<file path="config.mk">
export PLATFORM = sky130hd
export DESIGN_NAME = sim_link_channel
export DESIGN_NICKNAME = d
export VERILOG_FILES = /design/src/rtl/sim_chan_pkg.sv /design/src/rtl/sim_chan_tcount.sv /design/src/rtl/sim_chan_store.sv /design/src/rtl/sim_chan_ctrl.sv /design/src/rtl/sim_link_channel.sv
export SDC_FILE = /design/constraint.sdc
export NUM_CORES = 1
export LEC_CHECK = 0
export ABC_AREA = 1
export CELL_PAD_IN_SITES_DETAIL_PLACEMENT = 0
export CELL_PAD_IN_SITES_GLOBAL_PLACEMENT = 2
export CORE_ASPECT_RATIO = 0.5
export CORE_UTILIZATION = 34
export CTS_CLUSTER_DIAMETER = 80
export DETAILED_ROUTE_END_ITERATION = 16
export GPL_ROUTABILITY_DRIVEN = 1
export PLACE_DENSITY = 0.86
export SETUP_SLACK_MARGIN = 0.2
export SLEW_MARGIN = 20
export SYNTH_ARGS = -nofsm -noshare
export SYNTH_HDL_FRONTEND = slang
export SYNTH_SLANG_ARGS = --single-unit
</file>
<file path="constraint.sdc">
create_clock -name clk -period 2.8 [get_ports clk]
set_clock_uncertainty 0.1 [all_clocks]
set_input_delay 0.7 -clock clk [delete_from_list [all_inputs] [get_ports clk]]
set_output_delay 0.7 -clock clk [all_outputs]
set_load 0.03 [all_outputs]
</file>
<file path="src/rtl/sim_chan_pkg.sv">
package sim_chan_pkg;

    typedef enum logic [1:0] {
        ST_FILL  = 2'd0,
        ST_EMPTY = 2'd1,
        ST_MID   = 2'd2,
        ST_FULL  = 2'd3
    } chan_state_e;

endpackage

</file>
<file path="src/rtl/sim_chan_tcount.sv">
module sim_chan_tcount #(
    parameter int CNT_W = 16
) (
    input  logic             clk,
    input  logic             rst_n,
    input  logic             step_i,
    output logic [CNT_W-1:0] count_o
);

    always_ff @(posedge clk) begin
        if (!rst_n) begin
            count_o <= '0;
        end else if (step_i) begin
            count_o <= count_o + CNT_W'(1);
        end
    end

endmodule

</file>
<file path="src/rtl/sim_chan_store.sv">
module sim_chan_store #(
    parameter int DATA_W = 8,
    parameter int DEPTH  = 6,
    localparam int PTR_W = (DEPTH > 1) ? $clog2(DEPTH) : 1
) (
    input  logic              clk,
    input  logic              rst_n,
    input  logic              wr_en_i,
    input  logic [PTR_W-1:0]  wr_ptr_i,
    input  logic              wr_live_i,
    input  logic [DATA_W-1:0] wr_data_i,
    input  logic [PTR_W-1:0]  rd_ptr_i,
    output logic              rd_live_o,
    output logic [DATA_W-1:0] rd_data_o
);

    logic              ent_live [DEPTH];
    logic [DATA_W-1:0] ent_data [DEPTH];

    // One register slot per fragment; idle payloads are stored as zero.
    for (genvar gi = 0; gi < DEPTH; gi++) begin : g_slot
        always_ff @(posedge clk) begin
            if (!rst_n) begin
                ent_live[gi] <= 1'b0;
                ent_data[gi] <= '0;
            end else if (wr_en_i && (wr_ptr_i == PTR_W'(gi))) begin
                ent_live[gi] <= wr_live_i;
                ent_data[gi] <= wr_live_i ? wr_data_i : '0;
            end
        end
    end

    assign rd_live_o = ent_live[rd_ptr_i];
    assign rd_data_o = ent_data[rd_ptr_i];

endmodule

</file>
<file path="src/rtl/sim_chan_ctrl.sv">
module sim_chan_ctrl
    import sim_chan_pkg::*;
#(
    parameter int DEPTH   = 6,
    parameter int LAT_CYC = 3,
    localparam int PTR_W  = (DEPTH > 1) ? $clog2(DEPTH) : 1
) (
    input  logic             clk,
    input  logic             rst_n,
    input  logic             snd_valid_i,
    input  logic             rcv_ready_i,
    output logic             snd_ready_o,
    output logic             rcv_valid_o,
    output logic             wr_en_o,
    output logic             wr_idle_o,
    output logic [PTR_W-1:0] wr_ptr_o,
    output logic [PTR_W-1:0] rd_ptr_o
);

    localparam int OCC_W     = $clog2(DEPTH + 1);
    localparam int FC_W      = (LAT_CYC > 1) ? $clog2(LAT_CYC) : 1;
    localparam int FILL_LAST = (LAT_CYC > 0) ? LAT_CYC - 1 : 0;
    localparam chan_state_e RST_ST = (LAT_CYC == 0) ? ST_EMPTY : ST_FILL;

    if (DEPTH < LAT_CYC + 1) begin : g_bad_depth
        $error("DEPTH must be at least LAT_CYC + 1");
    end

    chan_state_e      state, state_nxt;
    logic [OCC_W-1:0] occ, occ_nxt;
    logic [FC_W-1:0]  fill_cnt;
    logic             pop;
    chan_state_e      occ_state;

    // State register.
    always_ff @(posedge clk) begin
        if (!rst_n) begin
            state <= RST_ST;
        end else begin
            state <= state_nxt;
        end
    end

    // Occupancy, pointers and preload counter.
    always_ff @(posedge clk) begin
        if (!rst_n) begin
            occ      <= '0;
            wr_ptr_o <= '0;
            rd_ptr_o <= '0;
            fill_cnt <= '0;
        end else begin
            occ <= occ_nxt;
            if (wr_en_o) begin
                wr_ptr_o <= (wr_ptr_o == PTR_W'(DEPTH - 1)) ? '0 : wr_ptr_o + PTR_W'(1);
            end
            if (pop) begin
                rd_ptr_o <= (rd_ptr_o == PTR_W'(DEPTH - 1)) ? '0 : rd_ptr_o + PTR_W'(1);
            end
            if (state == ST_FILL) begin
                fill_cnt <= fill_cnt + FC_W'(1);
            end
        end
    end

    // Outputs per state.
    always_comb begin
        snd_ready_o = 1'b0;
        rcv_valid_o = 1'b0;
        wr_idle_o   = 1'b0;
        unique case (state)
            ST_FILL: begin
                wr_idle_o = 1'b1;
            end
            ST_EMPTY: begin
                snd_ready_o = 1'b1;
            end
            ST_MID: begin
                snd_ready_o = 1'b1;
                rcv_valid_o = 1'b1;
            end
            ST_FULL: begin
                rcv_valid_o = 1'b1;
            end
        endcase
        wr_en_o = wr_idle_o || (snd_valid_i && snd_ready_o);
        pop     = rcv_valid_o && rcv_ready_i;
    end

    // Next occupancy and next state.
    always_comb begin
        occ_nxt = occ + OCC_W'(wr_en_o) - OCC_W'(pop);
        if (occ_nxt == '0) begin
            occ_state = ST_EMPTY;
        end else if (occ_nxt == OCC_W'(DEPTH)) begin
            occ_state = ST_FULL;
        end else begin
            occ_state = ST_MID;
        end
        unique case (state)
            ST_FILL:  state_nxt = (fill_cnt == FC_W'(FILL_LAST)) ? ST_MID : ST_FILL;
            ST_EMPTY: state_nxt = occ_state;
            ST_MID:   state_nxt = occ_state;
            ST_FULL:  state_nxt = occ_state;
        endcase
    end

endmodule

</file>
<file path="src/rtl/sim_link_channel.sv">
module sim_link_channel #(
    parameter int DATA_W  = 8,
    parameter int LAT_CYC = 3,
    parameter int DEPTH   = 6,
    parameter int TCYC_W  = 16
) (
    input  logic              clk,
    input  logic              rst_n,
    input  logic              snd_valid,
    input  logic              snd_live,
    input  logic [DATA_W-1:0] snd_data,
    output logic              snd_ready,
    output logic [TCYC_W-1:0] snd_tcyc,
    output logic              rcv_valid,
    output logic              rcv_live,
    output logic [DATA_W-1:0] rcv_data,
    input  logic              rcv_ready,
    output logic [TCYC_W-1:0] rcv_tcyc
);

    localparam int PTR_W = (DEPTH > 1) ? $clog2(DEPTH) : 1;

    logic             wr_en, wr_idle, wr_live;
    logic [PTR_W-1:0] wr_ptr, rd_ptr;

    assign wr_live = wr_idle ? 1'b0 : snd_live;

    sim_chan_ctrl #(
        .DEPTH   (DEPTH),
        .LAT_CYC (LAT_CYC)
    ) u_ctrl (
        .clk         (clk),
        .rst_n       (rst_n),
        .snd_valid_i (snd_valid),
        .rcv_ready_i (rcv_ready),
        .snd_ready_o (snd_ready),
        .rcv_valid_o (rcv_valid),
        .wr_en_o     (wr_en),
        .wr_idle_o   (wr_idle),
        .wr_ptr_o    (wr_ptr),
        .rd_ptr_o    (rd_ptr)
    );

    sim_chan_store #(
        .DATA_W (DATA_W),
        .DEPTH  (DEPTH)
    ) u_store (
        .clk       (clk),
        .rst_n     (rst_n),
        .wr_en_i   (wr_en),
        .wr_ptr_i  (wr_ptr),
        .wr_live_i (wr_live),
        .wr_data_i (snd_data),
        .rd_ptr_i  (rd_ptr),
        .rd_live_o (rcv_live),
        .rd_data_o (rcv_data)
    );

    sim_chan_tcount #(.CNT_W(TCYC_W)) u_snd_cnt (
        .clk     (clk),
        .rst_n   (rst_n),
        .step_i  (snd_valid && snd_ready),
        .count_o (snd_tcyc)
    );

    sim_chan_tcount #(.CNT_W(TCYC_W)) u_rcv_cnt (
        .clk     (clk),
        .rst_n   (rst_n),
        .step_i  (rcv_valid && rcv_ready),
        .count_o (rcv_tcyc)
    );

endmodule

</file>
==> summary.md <==
| Metric | Value |
|---|---|
| FP Rows | 30 |
| Vias in the first global route | 3496 |
| TritonCTS Buffers | 9 |
| Fin crit period | 2540 ps |
| Nets | 640 |
| Fillers | 1414 |
| Total Neg Setup Slack | 0 ps |
| # DRC | 0 |
| PnR worst setup slack | 262 ps |
| Final hold violation count | 0 |
| Post-route ant nets | 0 |
| Worst Path Required | 2000 ps |
| Max Clk Rate | 394 MHz |
| Delay of the slowest critical-path stage | 660 ps |
| Number of antenna repair diodes | 0 |
| Final period util | 0.906 |
| Multiplexer share of the synthesized area | 0 |
| Vias per cell | 4.53 |
| Adder-cell area share of the yosys netlist | 0.0276 |
| I/O pin count | 56 |
| Critical-path top delay cell | clkdlybuf4s50_1 |
| Total GRT Usage | 0.152 |
| Crit start category | flip-flop |
| Drt total wl | 10500 µm |
| Peak supply drop | 0.000442 V |
| Dpl hpwl | 7370 µm |
| Vert. Die Dim | 86.0 µm |
| CTS root buf | clkbuf_16 |
| Top delay family on crit path | buffers and inverters |
| Simple-gate share of the synthesized area | 0.273 |
| Cell Chain, Critical Path | inv_1 -> ha_4 -> clkdlybuf4s50_1 |
| Sequential share of power | 0.438 |
| Post-Syn Area | 4800 µm² |
| Drt wl/cell | 12.9 µm |
| Die X | 170 µm |
| Final setup fails | 0 |
| Worst-margin pin slew | 504 ps |
| H-tree depth | 3 |
| Sequential-to-total area share from yosys stat | 0.536 |
| GPL Wtd Cong | 0.738 |
| CTS max path bufs | 2 |
| Clock power share | 0.272 |
| Global-route wire length before repair | 17300 µm |
| Crit path buf inv count | 2 |
| Clock latency on the worst-skew pair | 350 ps |
| Critical path class | flip-flop to output pin |
| Fin Hold WS | 369 ps |
| Post-Synthesis Cells | 556 |
| Register area | 2580 µm² |
| Die ar. | 14600 µm² |
| Sw Share | 0.344 |
| Pwr/cell area | 751 nW/µm² |
| LEAKAGE | 2.29 nW |
| Status | complete, no violations |
| Final Max Tran Viols | 0 |
| Power, Total | 4.44 mW |
| Compound-gate portion of the synthesized area | 0.0822 |
| Worst min-delay path class | flip-flop to flip-flop |
| Clk slew on worst S/H paths | 70 ps |
| Hold buffer count at cts | 0 |
| Grt ovf | 0 |
| Largest family of logic cells by synthesized area | simple AND/OR/NAND/NOR gates |
| Post-synthesis xor/xnor area fraction | 0.0128 |
| Mean Syn Cell Area | 8.63 µm² |
| Total core area | 13700 µm² |
| Comb power frac | 0.290 |
| Area Growth Syn to Fin | 23.2% |
| CTS Sinks | 102 |
| Syn_nets | 579 |
| Slew Limit Headroom | 0.663 |
| Initial antenna violation count | 0 |
| Cell internal pwr | 2.91 mW |
| FF+latch count, synth | 102 |
| DRT Pass-1 Iters | 4 |
| DRT iter0 DRCs | 159 |
| Max Cap Viol | 0 |
| Worst Path Arrival | 1740 ps |
| CTS tree | yes |
| Vias | 3690 |
| Worst slack at placement | -133 ps |
| Final Instance Area | 5910 µm² |
| Library cells used by synthesis | 35 |
| Crit. End Element | output pin |
| RSZ-0062 raised after global routing | yes |
| Share of layout cells above drive strength 1 | 0.135 |
| Multi-input gate area | 1930 µm² |
| Cell area after placement | 5620 µm² |
| Largest net degree at the start of global routing | 37 |
| CP max FO | 2 |
| Synth warn | 0 |
| Buffers on Ports | 55 |
| NetSw | 1.53 mW |
| Initial core utilization | 0.351 |
## final timing paths
path                              startpoint                          to  slack (ps)  depth (start not counted)
max reg2reg       u_ctrl.state[0]$_SDFF_PN0_  u_ctrl.state[1]$_SDFF_PN0_         350                         15
min reg2reg  u_ctrl.rd_ptr_o[2]$_SDFFE_PN0N_                   flip-flop         370                          2
max               u_ctrl.state[0]$_SDFF_PN0_                   snd_ready         260                          3
min          u_ctrl.rd_ptr_o[2]$_SDFFE_PN0N_                   flip-flop         370                          2
## per-stage QoR
| step | cells | util |
|---|---|---|
| final | 814 | 0.433 |
| after detailed placement | 798 | 0.411 |
| after floorplan | 556 | - |
| after global placement | 798 | 0.411 |
| after global routing | 814 | 0.433 |
| after CTS | 814 | 0.433 |
## synth_stat cells
| library cell | n | share of area |
|---|---|---|
| buf_6 | 2 | 0.0047 |
| nand3_4 | 1 | 0.0037 |
| nor2_2 | 7 | 0.0091 |
| inv_1 | 51 | 0.040 |
| o21ai_0 | 25 | 0.026 |
| o22ai_1 | 9 | 0.012 |
| or2_2 | 1 | 0.0013 |
| fa_1 | 1 | 0.0042 |
| nand4_2 | 1 | 0.0026 |
| nand3_1 | 21 | 0.022 |
| o21bai_1 | 1 | 0.0016 |
| nand2_1 | 111 | 0.087 |
| nor2_1 | 107 | 0.084 |
| buf_4 | 4 | 0.0063 |
| nor3_1 | 6 | 0.0063 |
| buf_1 | 1 | 0.00078 |
| buf_2 | 3 | 0.0031 |
| nand2_4 | 3 | 0.0070 |
| a31oi_1 | 2 | 0.0026 |
| nand2_2 | 5 | 0.0065 |
| inv_2 | 7 | 0.0055 |
| ha_1 | 9 | 0.023 |
| nor3b_1 | 2 | 0.0031 |
| nand4_1 | 7 | 0.0091 |
| dfxtp_1 | 49 | 0.20 |
| inv_4 | 2 | 0.0026 |
| xnor2_1 | 1 | 0.0018 |
| nand3b_1 | 1 | 0.0016 |
| a211oi_1 | 1 | 0.0016 |
| clkbuf_2 | 1 | 0.0010 |
| clkbuf_1 | 5 | 0.0039 |
| xor2_1 | 6 | 0.011 |
| a21oi_1 | 37 | 0.039 |
| edfxtp_1 | 53 | 0.33 |
| nor2_4 | 13 | 0.031 |
## cell families (layout without fill, tap and decap cells)
family,Yosys count,after routing
AO/OA/AOI/OAI,75,75
adder cells (fa/ha/maj),10,10
XOR/XNOR,7,7
buffers and inverters,76,142
flip-flops,102,102
AND/OR/NAND/NOR,286,286
## registers in the layout (all words and copies together) (netlist names), named ones only
name               flops
u_snd_cnt.count_o     16
u_ctrl.state           2
u_rcv_cnt.count_o     16
u_ctrl.occ             3
u_ctrl.fill_cnt        2
u_ctrl.wr_ptr_o        3
u_ctrl.rd_ptr_o        3
u_store.ent_data      48
u_store.ent_live       6
## area by class of cell
type,instances,share of cell area
inverter,60,0.0394
timing repair buffer,66,0.109
tap,192,0.0406
clock inverter,7,0.0108
clock buffer,9,0.0381
sequential,102,0.436
multi-input combinational,378,0.326
## metal layers
metal	GRT usage	vias up	share of wire
met5	0	-	0
met4	0.0295	0	0.0067
met3	0.0406	6	0.039
met2	0.257	56	0.47
met1	0.197	1692	0.49
li1	-	1936	-
## power by group through the flow
stage               Clock [mW]  Sequential [mW]  Combinational [mW]
finish                    1.21             1.95                1.29
global route              1.29             1.98                1.44
detailed placement           0             1.97                1.33
global placement             0             1.97                1.32
CTS                       1.23             1.94                1.31
floorplan                    0             1.96               0.918
## worst register-to-register path, stage by stage, from the launching register on
cell and delay, ps:
dfxtp_1 360, inv_1 90, ha_1 220, nor2_2 180, nor2_4 50, ha_1 260, inv_1 60, ha_1 130
inv_1 50, fa_2 390, xor2_1 140, nand2_1 90, nand2_2 80, nand3_1 70, nand2_1 60, inv_1 30
## layout by cell type, fill, tap and decap left out, drive strengths merged, types with 3 or more instances in the layout
cell type      instances
dfxtp                 49
ha                     9
nand2                119
o22ai                  9
clkdlybuf4s15          5
nand3                 22
nand4                  8
clkdlybuf4s50         44
nor2                 127
clkinv                 3
nor3                   6
edfxtp                53
buf                   11
a21oi                 37
inv                   62
clkbuf                13
xor2                   6
o21ai                 25
## repair_timing
item / 4_1_cts / 5_1_grt
resized for setup: 24 / 12
setup endpoints to repair: 10 / 12
pin swaps: 0 / 1
setup buffers: 0 / 0
Power figures use the tool's default switching activity.
